<file path="src/rtl/dm_pkg.sv">
package dm_pkg;
  typedef enum logic {
    MODE_UNSIGNED = 1'b0,
    MODE_SIGNED   = 1'b1
  } dm_mode_e;

  // Value placed in the added top bit of a widened operand.
  function automatic logic ext_fill(input dm_mode_e mode, input logic msb);
    return (mode == MODE_SIGNED) ? msb : 1'b0;
  endfunction
endpackage

</file>
<file path="src/rtl/dm_operand_ext.sv">
module dm_operand_ext
  import dm_pkg::*;
#(
  parameter int N = 16
) (
  input  logic         mode,
  input  logic [N-1:0] x,
  output logic [N:0]   x_ext
);
  assign x_ext = {ext_fill(dm_mode_e'(mode), x[N-1]), x};
endmodule

</file>
<file path="src/rtl/dm_row_bank.sv">
module dm_row_bank #(
  parameter int N = 16
) (
  input  logic [N:0]              a_ext,
  input  logic [N:0]              b_ext,
  output logic [N-1:0][2*N:0]     add_rows,
  output logic [2*N:0]            sub_row
);
  localparam int RW = 2 * N + 1;

  logic [RW-1:0] a_full;
  assign a_full = {{N{a_ext[N]}}, a_ext};

  for (genvar i = 0; i < N; i++) begin : g_row
    assign add_rows[i] = b_ext[i] ? (a_full << i) : '0;
  end

  assign sub_row = b_ext[N] ? (a_full << N) : '0;
endmodule

</file>
<file path="src/rtl/dm_row_sum.sv">
module dm_row_sum #(
  parameter int N = 16
) (
  input  logic [N-1:0][2*N:0] add_rows,
  input  logic [2*N:0]        sub_row,
  output logic [2*N:0]        raw
);
  localparam int RW = 2 * N + 1;
  localparam logic [RW-1:0] ONE = {{(RW-1){1'b0}}, 1'b1};

  function automatic logic [RW-1:0] negate(input logic [RW-1:0] v);
    return ~v + ONE;
  endfunction

  logic [RW-1:0] acc [0:N];
  assign acc[0] = '0;

  for (genvar i = 0; i < N; i++) begin : g_acc
    assign acc[i+1] = acc[i] + add_rows[i];
  end

  assign raw = acc[N] + negate(sub_row);
endmodule

</file>
<file path="src/rtl/dualmode_mult.sv">
module dualmode_mult #(
  parameter int N = 16
) (
  input  logic           clk,
  input  logic           rst_n,
  input  logic [N-1:0]   a,
  input  logic [N-1:0]   b,
  input  logic           signed_mode,
  output logic [2*N-1:0] product
);
  logic [N:0]           a_ext;
  logic [N:0]           b_ext;
  logic [N-1:0][2*N:0]  add_rows;
  logic [2*N:0]         sub_row;
  logic [2*N:0]         raw;
  logic                 raw_top;
  logic                 raw_msb;

  dm_operand_ext #(.N(N)) u_ext_a (.mode(signed_mode), .x(a), .x_ext(a_ext));
  dm_operand_ext #(.N(N)) u_ext_b (.mode(signed_mode), .x(b), .x_ext(b_ext));

  dm_row_bank #(.N(N)) u_rows (
    .a_ext(a_ext), .b_ext(b_ext), .add_rows(add_rows), .sub_row(sub_row)
  );

  dm_row_sum #(.N(N)) u_sum (
    .add_rows(add_rows), .sub_row(sub_row), .raw(raw)
  );

  assign raw_top = raw[2*N];
  assign raw_msb = raw[2*N-1];

  always_ff @(posedge clk or negedge rst_n) begin
    if (!rst_n) product <= '0;
    else        product <= raw[2*N-1:0];
  end
endmodule

</file>
<file path="config.mk">
export PLATFORM = sky130hd
export DESIGN_NAME = dualmode_mult
export DESIGN_NICKNAME = d
export VERILOG_FILES = /design/src/rtl/dm_pkg.sv /design/src/rtl/dm_operand_ext.sv /design/src/rtl/dm_row_bank.sv /design/src/rtl/dm_row_sum.sv /design/src/rtl/dualmode_mult.sv
export SDC_FILE = /design/constraint.sdc
export NUM_CORES = 1
export LEC_CHECK = 0
export BUFFER_PORTS_ARGS = -buffer_cell sky130_fd_sc_hd__buf_2
export CORE_ASPECT_RATIO = 0.8
export CORE_UTILIZATION = 50
export CTS_BUF_LIST = sky130_fd_sc_hd__clkbuf_4
export CTS_CLUSTER_DIAMETER = 150
export DETAILED_ROUTE_END_ITERATION = 7
export HOLD_SLACK_MARGIN = 0.12
export PLACE_DENSITY = 0.68
export SYNTH_ARGS = -nofsm -noshare
export SYNTH_HDL_FRONTEND = slang
export SYNTH_SLANG_ARGS = --single-unit
</file>
<file path="constraint.sdc">
create_clock -name clk -period 0.8 [get_ports clk]
set_input_delay 0.16 -clock clk [delete_from_list [all_inputs] [get_ports clk]]
set_output_delay 0.16 -clock clk [all_outputs]
set_load 0.01 [all_outputs]
</file>
Word-level counts from Yosys, hierarchy flattened:

Index checks and enable logic that the tools add are counted.

* add/sub/neg operators: 17
* mux-type cells: 19
* bitwise gates (word level): 1

Operator list (count)
* $mux 32: 17
* $add 32x32->32: 16
* $add 32x1->32 const B: 1
* $not 32->32: 1
* $mux 1: 2

* register bits: 32
* input port bits: 35
* output and inout port bits: 32
* word-level logic and storage cells: 38

Logic depth before layout (Yosys ltp):

Gate-level depths: netlist of run 1.

* depth after elaboration: 18
* gate-level depth with buffers: 24
* gate-level depth less buffers: 22

Hierarchy:

A second synthesis of run 1 with hierarchy kept.

* cells, all modules: 2122
* area total of the unflattened synthesis: 19367.3 um^2

Modules (own cells, without submodules)
* dm_row_sum: instances 1, cells each 1460, area an instance 14111.0 um^2, seq. area each 0.0 um^2
* dm_row_bank: instances 1, cells each 596, area an instance 4202.8 um^2, seq. area each 0.0 um^2
* dualmode_mult: instances 1, cells each 32, area an instance 800.8 um^2, seq. area each 800.8 um^2
* dm_operand_ext: instances 2, cells each 17, area an instance 126.4 um^2, seq. area each 0.0 um^2

Worst setup path before layout of run 1:

OpenSTA, ideal clock, no wires.

* path kind: input to register
* start: in signed_mode
* end: reg product[28]
* setup time: 0.126 ns
* data arrival time: 5.708 ns
* data required time: 0.674 ns
* slack: -5.034 ns
* stages: 22
* path buffers: 2
* cells stage by stage: clkbuf_1 > and2_1 > clkbuf_1 > nand2_1 > inv_1 > fa_1 > inv_1 > fa_1 > inv_1 > fa_1 > fa_1 > fa_1 > inv_1 > fa_1 > inv_1 > ha_1 > a21o_1 > a21o_1 > a21oi_1 > o21ai_0 > o31a_1 > xor2_1

* longest elaborated chain between the ends: 18
* elaborated cells between the ends (all ways): 34
* those cells by class: add/sub (17); mux (16); bitwise (1)

Ends and longest elaborated chain
* from (decl): RTL line dualmode_mult.sv:8 `input logic signed_mode,`
* $mux 1: RTL line dm_pkg.sv:9 `return (mode == MODE_SIGNED) ? msb : 1'b0;`
* $mux 32: RTL line dm_row_bank.sv:15 `assign add_rows[i] = b_ext[i] ? (a_full << i) : '0;`
* $add 32x32->32 (15 in series): RTL line dm_row_sum.sv:19 `assign acc[i+1] = acc[i] + add_rows[i];`
* $add 32x32->32 *: RTL line dm_row_sum.sv:22 `assign raw = acc[N] + negate(sub_row);`
* net raw[28]: RTL line dualmode_mult.sv:15 `logic [2*N:0] raw;`
* to (signal assigned): RTL line dualmode_mult.sv:35 `else product <= raw[2*N-1:0];`
* to (decl): RTL line dualmode_mult.sv:9 `output logic [2*N-1:0] product`

Mark *: on every way through the listed nets, which the timed path passes. The rest lies on a longest branch.

Worst setup path in the final report of run 1:

* start: in a[15]
* end: reg product[29]

* longest elaborated chain between the ends: 18
* elaborated cells between the ends (all ways): 32
* those cells by class: add/sub (16); mux (16)

Ends and longest elaborated chain
* from (decl): RTL line dualmode_mult.sv:6 `input logic [N-1:0] a,`
* $mux 1: RTL line dm_pkg.sv:9
* $mux 32: RTL line dm_row_bank.sv:15
* $add 32x32->32 (13 in series): RTL line dm_row_sum.sv:19
* $add 32x32->32 * (2 in series): RTL line dm_row_sum.sv:19
* $add 32x32->32 *: RTL line dm_row_sum.sv:22
* net raw[29]: RTL line dualmode_mult.sv:15

Marks and branches as above.

==> flow_summary.toml, run 1 <==
[clock_tree]
clk_slew_on_worst_s_h_paths_ps = 90
cts_tree = "done"
numCtsBuffers = 5
cts_sinks = 32
htreeDepth = 2
cts.path.max_buffers = 2
cts-root-buf = "sky130_fd_sc_hd__clkbuf_4"

[place]
dp.cells = 1709
globalplace.congestion = 0.9317
portBuffers = 66
post-dp-hpwl_um = 25250

[sta]
final.hold.worst_slack_ps = 246.2
report.final.slew_viol_count = 0
setup-violations-final = 63
final_period_minus_worst_setup_slack_ps = 5020
tightestPinTransition_ps = 376.6
unrepaired_setup_endpoints_after_global_routing = "true"
maxSlewHeadroom_pct = 74.78
finalCritPeriodShare_pct = 627.5
hold_violations = 0
final.setup.worst_slack_ps = -4220
max_freq_mhz = 199.2

[worst_setup_path]
cp.required_ps = 1040
setup.worst_path.class = "in -> reg"
timing.critical_path.arrival_ps = 5260
critical_path.max_fanout = 6
cp-start-kind = "primary input"
critical_path.endpoint_type = "flop"

[global_route]
first_pass_grt_wire_length_um = 50000
groute.usage.overall_pct = 28.45
largest_net_degree_at_the_start_of_global_routing = 33
antenna_violations_before_repair = 1
first_global_vias = 9669
final_global_route_overflow_total = 0

[logic_synthesis]
syn-num-nets = 1601
cells_after_synth = 1208
synth.avg_cell_area_um2 = 9.372
postSynth.topFlopCell = "sky130_fd_sc_hd__dfrtp_1"
yosysWarningCount = 0
netlist_area_um2 = 11320
ys_ff_latch = 32
synth-edff-count = 0
synthDistinctLibCells = 46
seq_area_frac_synth_pct = 7.073
synth_async_sr_flop_share_pct = 100.0

[layout]
post_route_cells_drive_above_1_share_pct = 33.08
utilization_after_layout_pct = 70.03
largest_registers = "product (32)"
instances_no_fill = 1761
fillers = 1646
regMostFlops = "product"
syn_to_final_growth_pct = 35.22
final_net_count = 1852
largest_reg_flops = 32

[detailed_routing]
post_drt_via_cell_ratio = 5.062
routed_wl_um = 31010
firstDrtPassIters = 7
post-route-drc-count = 1
routedWlPerCell_um = 17.61
ant_nets = 0
detailroute.via_count = 8915
detailed_route_iter0_violations = 595

[die]
initial_cell_density_of_the_core_pct = 51.79
die_y_um = 136.6
rows = 48
floorplan_core_area_um2 = 21860
dieArea_um2 = 23250
die_width_um = 170.2
boundaryPins = 67

[job]
timing.max_cap.violations = 0

[status]
failed_checks = "design-rule violations, negative setup slack"
outcome = "finished with violations"

[hold_path]
holdPathStages = 3
timing.hold.worst.start = "a[0]"
hold_class = "in -> reg"
hold_end = "product[0]"
-- metal layers --
layer | routed length, um | GRT usage [%] | vias to the layer above | share of wire [%]
met2 | 13960 | 43.90 | 360 | 45
met5 | 0 | 0 | - | 0
met4 | 775 | 8.759 | 0 | 2.5
met3 | 2441 | 4.829 | 51 | 7.9
li1 | - | - | 4010 | -
met1 | 13830 | 41.21 | 4494 | 45
-- logic make-up (layout without fill, tap and decap cells) --
kind of cell             Yosys count  after routing  synth area share [%]
AND/OR/NAND/NOR                  330            330                 13.58
flip-flops                        32             32                 7.073
adder cells (fa/ha/maj)          358            358                 58.07
XOR/XNOR                          58             58                 4.852
other                              0              1                     0
buffers and inverters            352            604                 11.68
AO/OA/AOI/OAI                     78             78                 4.742
-- through the flow --
| step | TNS [ps] | cell area (um2) | setup slack [ps] |
|---|---|---|---|
| floorplan | -103290 | 12090 | -4667 |
| global placement | -113220 | 13770 | -4663 |
| detailed placement | -114810 | 13770 | -4824 |
| CTS | -105620 | 14830 | -4293 |
| global route | -111200 | 15310 | -4372 |
| finish | -106840 | 15310 | -4220 |
-- layout by cell type, fill, tap and decap left out, types with 20 or more instances in the layout --
master and n:
sky130_fd_sc_hd__and2_1 71, sky130_fd_sc_hd__and2_4 24, sky130_fd_sc_hd__buf_12 20, sky130_fd_sc_hd__buf_2 35
sky130_fd_sc_hd__buf_4 167, sky130_fd_sc_hd__buf_6 60, sky130_fd_sc_hd__dfrtp_1 32, sky130_fd_sc_hd__fa_1 257
sky130_fd_sc_hd__fa_2 22, sky130_fd_sc_hd__ha_1 45, sky130_fd_sc_hd__ha_4 31, sky130_fd_sc_hd__inv_1 280
sky130_fd_sc_hd__inv_2 20, sky130_fd_sc_hd__nand2_1 176, sky130_fd_sc_hd__xnor2_1 45
-- cell type report --
type | count | area (um2) | area share, %
Tap cell | 300 | 375.4 | 2.452
Clock buffer | 5 | 37.54 | 0.2452
Inverter | 302 | 1142 | 7.462
Sequential cell | 32 | 800.8 | 5.231
Antenna cell | 1 | 2.502 | 0.01635
Timing Repair Buffer | 294 | 2683 | 17.52
Multi-Input combinational cell | 824 | 10230 | 66.82
Clock inverter | 3 | 37.54 | 0.2452
-- timing repair --
item | in CTS | in global routing
hold endpoints to repair | 32 | 0
endpoints found under the setup margin | 63 | 63
hold buffers | 1 | 0
gates resized for setup | 194 | 82
cloned | 1 | 1
setup buffers | 27 | 22
pin swaps | 77 | 46
-- how the worst max path moves through the flow --
stage	from	end	slack, ps	cells past startpoint
CTS	a[15]	product[31]	-4290	22
global route	b[13]	product[31]	-4370	20
finish	a[15]	product[29]	-4220	20
detailed placement	b[4]	product[30]	-4820	21
floorplan	signed_mode	product[28]	-4670	22
global placement	b[12]	product[30]	-4660	19
-- synth_stat cells, types with 2 or more instances --
cell type,number,area [um2]
sky130_fd_sc_hd__a21boi_0,2,15.01
sky130_fd_sc_hd__a21o_1,4,30.03
sky130_fd_sc_hd__a21oi_1,30,150.1
sky130_fd_sc_hd__a31oi_1,3,18.77
sky130_fd_sc_hd__a41oi_1,6,52.55
sky130_fd_sc_hd__and2_1,95,594.3
sky130_fd_sc_hd__and3_1,8,50.05
sky130_fd_sc_hd__buf_1,2,7.510
sky130_fd_sc_hd__clkbuf_1,47,176.4
sky130_fd_sc_hd__dfrtp_1,32,800.8
sky130_fd_sc_hd__fa_1,279,5585
sky130_fd_sc_hd__ha_1,79,988.5
sky130_fd_sc_hd__inv_1,300,1126
sky130_fd_sc_hd__nand2_1,201,754.5
sky130_fd_sc_hd__nand2b_1,2,12.51
sky130_fd_sc_hd__nand3_1,4,20.02
sky130_fd_sc_hd__nand3b_1,2,15.01
sky130_fd_sc_hd__nor2_1,10,37.54
sky130_fd_sc_hd__nor3_1,3,15.01
sky130_fd_sc_hd__o21ai_0,13,65.06
sky130_fd_sc_hd__o21bai_1,3,22.52
sky130_fd_sc_hd__o31ai_1,4,30.03
sky130_fd_sc_hd__xnor2_1,47,411.6
sky130_fd_sc_hd__xnor3_1,3,67.56
sky130_fd_sc_hd__xor2_1,8,70.07
-- critical path, stage by stage --
cell	delay, ps
sky130_fd_sc_hd__buf_8	100
sky130_fd_sc_hd__and2_4	180
sky130_fd_sc_hd__nand2_4	60
sky130_fd_sc_hd__inv_2	40
sky130_fd_sc_hd__fa_2	570
sky130_fd_sc_hd__clkinvlp_4	100
sky130_fd_sc_hd__buf_12	140
sky130_fd_sc_hd__buf_4	140
sky130_fd_sc_hd__fa_1	490
sky130_fd_sc_hd__fa_1	450
sky130_fd_sc_hd__fa_1	520
sky130_fd_sc_hd__fa_1	440
sky130_fd_sc_hd__fa_1	500
sky130_fd_sc_hd__inv_1	50
sky130_fd_sc_hd__ha_1	280
sky130_fd_sc_hd__a2111o_1	370
sky130_fd_sc_hd__o21ai_1	200
sky130_fd_sc_hd__o41ai_4	130
sky130_fd_sc_hd__buf_4	160
sky130_fd_sc_hd__xor2_2	160
Power of run 1 is not shown: default switching activity piles up to over one toggle a cycle in this logic, so the estimate is an artifact.
==> inputs of run 2 (changes only) <==
--- a/config.mk
+++ b/config.mk
@@ -7,12 +7,12 @@
 export LEC_CHECK = 0
 export BUFFER_PORTS_ARGS = -buffer_cell sky130_fd_sc_hd__buf_2
 export CORE_ASPECT_RATIO = 0.8
-export CORE_UTILIZATION = 50
+export CORE_UTILIZATION = 49
 export CTS_BUF_LIST = sky130_fd_sc_hd__clkbuf_4
 export CTS_CLUSTER_DIAMETER = 150
 export DETAILED_ROUTE_END_ITERATION = 7
 export HOLD_SLACK_MARGIN = 0.12
-export PLACE_DENSITY = 0.68
+export PLACE_DENSITY = 0.66
 export SYNTH_ARGS = -nofsm -noshare
 export SYNTH_HDL_FRONTEND = slang
 export SYNTH_SLANG_ARGS = --single-unit
==> flow_summary.toml, run 2 (synthesis gave the netlist of run 1 again) <==
[detailed_routing]
firstDrtPassIters = 7
post_drt_via_cell_ratio = 4.969
detailed_route_iter0_violations = 532
post-route-drc-count = 0
detailroute.via_count = 8716
routed_wl_um = 30880
routedWlPerCell_um = 17.61
ant_nets = 0

[status]
outcome = "finished with violations"
failed_checks = "negative setup slack"

[global_route]
antenna_violations_before_repair = 2
largest_net_degree_at_the_start_of_global_routing = 33
first_global_vias = 9149
final_global_route_overflow_total = 0
groute.usage.overall_pct = 27.39
first_pass_grt_wire_length_um = 48620

[layout]
largest_registers = "product (32)"
fillers = 1749
largest_reg_flops = 32
post_route_cells_drive_above_1_share_pct = 31.79
regMostFlops = "product"
final_cell_mix = "278 x sky130_fd_sc_hd__inv_1, 257 x sky130_fd_sc_hd__fa_1, 180 x sky130_fd_sc_hd__nand2_1, 166 x sky130_fd_sc_hd__buf_4, 72 x sky130_fd_sc_hd__and2_1"
final_net_count = 1840
syn_to_final_growth_pct = 33.85
most_common_library_cell_in_the_layout_ignoring_fill_and_taps = "sky130_fd_sc_hd__inv_1"

[sta]
setup-violations-final = 62
tightestPinTransition_ps = 375.0
max_freq_mhz = 195.5
unrepaired_setup_endpoints_after_global_routing = "true"
maxSlewHeadroom_pct = 75.00
final_period_minus_worst_setup_slack_ps = 5116
finalCritPeriodShare_pct = 639.5
hold_violations = 0
report.final.slew_viol_count = 0
final.setup.worst_slack_ps = -4316
totalNegativeSetupSlack_ps = -107330

[clock_tree]
cts-root-buf = "sky130_fd_sc_hd__clkbuf_4"
clk_slew_on_worst_s_h_paths_ps = 110
numCtsBuffers = 5
htreeDepth = 2
cts_sinks = 32
cts_tree = "done"
cts.path.max_buffers = 2

[place]
globalplace.congestion = 0.9067
portBuffers = 66
post-dp-hpwl_um = 25460

[worst_setup_path]
cp-start-kind = "primary input"
critical_path.endpoint_type = "flop"
timing.critical_path.arrival_ps = 5350
cp.required_ps = 1030
critical_path.max_fanout = 5
setup.worst_path.class = "in -> reg"

[die]
rows = 49
dieArea_um2 = 23720
floorplan_core_area_um2 = 22560
die_y_um = 138.0
boundaryPins = 67
die_width_um = 171.9
initial_cell_density_of_the_core_pct = 50.18

[hold_path]
hold_class = "in -> async"

[job]
timing.max_cap.violations = 0
## run 2: cell types whose count changed in the layout (fill, tap and decap cells not counted), sizes merged
cell,delta
bufinv,-1
buf,-13
clkbuf,+2
clkinv,-1
## run 2: worst max-delay path, stage by stage
cell and delay, ps:
sky130_fd_sc_hd__buf_8 100, sky130_fd_sc_hd__and2_4 180, sky130_fd_sc_hd__nand2_4 70, sky130_fd_sc_hd__inv_2 40, sky130_fd_sc_hd__fa_2 590, sky130_fd_sc_hd__clkinvlp_4 150
sky130_fd_sc_hd__buf_6 160, sky130_fd_sc_hd__fa_1 450, sky130_fd_sc_hd__fa_1 510, sky130_fd_sc_hd__inv_1 50, sky130_fd_sc_hd__fa_1 450, sky130_fd_sc_hd__fa_1 490
sky130_fd_sc_hd__inv_1 50, sky130_fd_sc_hd__fa_1 470, sky130_fd_sc_hd__inv_1 60, sky130_fd_sc_hd__ha_4 290, sky130_fd_sc_hd__and2_4 160, sky130_fd_sc_hd__nand3_4 120
sky130_fd_sc_hd__a211oi_2 300, sky130_fd_sc_hd__buf_4 180, sky130_fd_sc_hd__o31a_1 180, sky130_fd_sc_hd__o221ai_1 130
## run 2: timing repair
item | CTS | global route
resized for setup | 192 | 73
hold buffers | 1 | 0
gates cloned | 0 | 1
endpoints found under the hold margin | 32 | 0
setup buffers | 24 | 16
pin swaps | 78 | 70
setup endpoints to repair | 63 | 62
## run 2: stage by stage
| stage | setup WS (ps) | hold WS (ps) | area, um2 | std cells | utilization [%] |
|---|---|---|---|---|---|
| detailed placement | -4898 | 130.2 | 13720 | 1709 | 60.81 |
| finish | -4316 | 267.6 | 15150 | 1754 | 67.16 |
| global route | -4429 | 303.2 | 15150 | 1754 | 67.16 |
| CTS | -4294 | 275.2 | 14710 | 1738 | 65.21 |
| global placement | -4807 | 125.5 | 13720 | 1709 | 60.81 |
| floorplan | -4667 | -135.6 | 12090 | 1208 | - |
## run 2: worst max-delay path by stage
stage               slack, ps         from           to
finish                  -4320        a[15]  product[30]
detailed placement      -4900        b[11]  product[30]
CTS                     -4290        a[15]  product[31]
global placement        -4810        b[11]  product[30]
global route            -4430        a[15]  product[28]
floorplan               -4670  signed_mode  product[28]
## run 2: layer usage
metal / up-vias / global-route usage [%] / share of wire (%)
li1: 3995 / - / -
met2: 315 / 40.48 / 43
met4: 2 / 4.474 / 1.0
met1: 4381 / 40.97 / 46
met3: 23 / 7.049 / 9.8
met5: - / 0 / 0.032
## run 2: area by class of cell
type	count	area [um2]	area share (%)
flip-flops and latches	32	800.8	5.284
well taps	306	382.9	2.527
repair buffers	282	2581	17.03
inverters	302	1150	7.588
clock inverters	1	5.005	0.03303
diodes	1	2.502	0.01651
clock buffers	6	45.04	0.2973
multi-input cells	824	10190	67.22
Power of run 2 is left out for the same reason.
==> inputs of run 3 (changes only) <==
--- a/config.mk
+++ b/config.mk
@@ -12,7 +12,7 @@
 export CTS_CLUSTER_DIAMETER = 150
 export DETAILED_ROUTE_END_ITERATION = 7
 export HOLD_SLACK_MARGIN = 0.12
-export PLACE_DENSITY = 0.66
+export PLACE_DENSITY = 0.73
 export SYNTH_ARGS = -nofsm -noshare
 export SYNTH_HDL_FRONTEND = slang
 export SYNTH_SLANG_ARGS = --single-unit
==> flow_summary.toml, run 3 (synthesis gave the netlist of run 1 again) <==
[sta]
hold_violations = 0
maxSlewHeadroom_pct = 72.72
report.final.slew_viol_count = 0
final.setup.worst_slack_ps = -4299
unrepaired_setup_endpoints_after_global_routing = "true"
max_freq_mhz = 196.1
final_period_minus_worst_setup_slack_ps = 5099
tightestPinTransition_ps = 409.2
finalCritPeriodShare_pct = 637.4
setup-violations-final = 62

[layout]
largest_registers = "product (32)"
fillers = 1659
syn_to_final_growth_pct = 34.56
post_route_cells_drive_above_1_share_pct = 32.30
utilization_after_layout_pct = 67.52
largest_reg_flops = 32
final_instance_area_um2 = 15230
regMostFlops = "product"
final_cell_mix = "282 x sky130_fd_sc_hd__inv_1, 255 x sky130_fd_sc_hd__fa_1, 178 x sky130_fd_sc_hd__nand2_1, 155 x sky130_fd_sc_hd__buf_4, 76 x sky130_fd_sc_hd__buf_6"
most_common_library_cell_in_the_layout_ignoring_fill_and_taps = "sky130_fd_sc_hd__inv_1"
final_net_count = 1844

[detailed_routing]
detailroute.via_count = 9030
routed_wl_um = 31810
ant_nets = 0
firstDrtPassIters = 7
routedWlPerCell_um = 18.09
post_drt_via_cell_ratio = 5.134
detailed_route_iter0_violations = 696
post-route-drc-count = 0

[die]
floorplan_core_area_um2 = 22560
die_width_um = 171.9
initial_cell_density_of_the_core_pct = 50.18
dieArea_um2 = 23720
rows = 49
die_y_um = 138.0
boundaryPins = 67

[worst_setup_path]
cp.required_ps = 1030
crit_chain = "buf_8 -> and2_4 -> nand2_4 -> inv_1 -> fa_2 -> clkinvlp_4 -> buf_12 -> fa_1 -> inv_1 -> fa_1 -> fa_1 -> fa_1 -> inv_1 -> fa_1 -> inv_1 -> ha_1 -> a21o_4 -> a2111oi_4 -> buf_4 -> o41ai_4 -> buf_4 -> xor2_2"
critical_path.max_fanout = 9
worst_setup_path_startpoint = "a[15]"
crit_path_frequent_cell = "sky130_fd_sc_hd__fa_1"
setup.worst_path.class = "in -> reg"
timing.critical_path.arrival_ps = 5330
cp_slowest_cell = "sky130_fd_sc_hd__fa_2"
critical_path.endpoint_type = "flop"
worstSetupEndpoint = "product[29]"
worst_path_largest_cell_delay_ps = 560
cp-start-kind = "primary input"

[place]
placed_area_um2 = 13770
portBuffers = 66
globalplace.congestion = 0.9474
post-dp-hpwl_um = 26030

[global_route]
first_global_vias = 9778
largest_net_degree_at_the_start_of_global_routing = 33
groute.usage.overall_pct = 28.51
antenna_violations_before_repair = 1
first_pass_grt_wire_length_um = 50900
final_global_route_overflow_total = 0

[clock_tree]
cts_tree = "done"
htreeDepth = 2
clk_slew_on_worst_s_h_paths_ps = 90
cts.path.max_buffers = 2
cts-root-buf = "sky130_fd_sc_hd__clkbuf_4"
numCtsBuffers = 5
cts_sinks = 32

[status]
outcome = "finished with violations"
failed_checks = "negative setup slack"

[hold_path]
hold_class = "in -> reg"

[job]
timing.max_cap.violations = 0
run 3: changes by cell type in the layout (fill, tap and decap cells not counted), sizes merged:
| cell | delta |
|---|---|
| buf | +7 |
| clkbuf | -2 |
run 3: layout make-up:
type	count	area (um2)	area share, %
clock buffers	7	52.55	0.3450
well taps	306	382.9	2.513
multi-input cells	824	10200	66.95
flip-flops and latches	32	800.8	5.257
repair buffers	286	2650	17.40
clock inverters	1	3.754	0.02464
diodes	1	2.502	0.01643
inverters	302	1142	7.499
run 3: what timing repair did:
action / 4_1_cts / 5_1_grt
cloned: 1 / 0
endpoints found under the hold margin: 32 / 0
hold buffers: 1 / 0
pin swaps: 99 / 42
gates resized for setup: 213 / 67
endpoints found under the setup margin: 63 / 62
buffers inserted: 30 / 10
run 3: critical path, delay by kind of cell:
kind | cells | cell delay [ps]
fa+ha+maj | 7 | 3170
xor+xnor | 1 | 130
buf+inv | 9 | 910
compound gates | 3 | 680
simple gates | 2 | 270
run 3: layer usage:
metal	share of wire, %	track usage, %
met5	0	0
met4	1.4	5.261
met3	9.4	6.279
met2	48	46.95
met1	41	39.09
run 3: how the worst min path moves through the flow:
stage	start	endpoint	slack (ps)	depth (start not counted)
6_report	a[0]	product[0]	300	3
5_1_grt	a[0]	product[0]	310	3
4_1_cts	rst_n	product[10]	280	3
3_5_place_dp	rst_n	product[10]	130	2
3_3_place_gp	rst_n	product[10]	130	2
2_1_floorplan	rst_n	product[0]	-140	0
run 3: per-stage QoR:
stage	worst slack, ps	instances	hold WS (ps)	TNS, ps
after floorplan	-4667	1208	-135.6	-103290
after global placement	-4732	1712	126.6	-114070
final	-4299	1759	295.7	-108520
after global routing	-4463	1759	307.8	-112580
after CTS	-4260	1751	282.8	-107360
after detailed placement	-4762	1712	128.5	-115480
Power of run 3 is left out for the same reason.
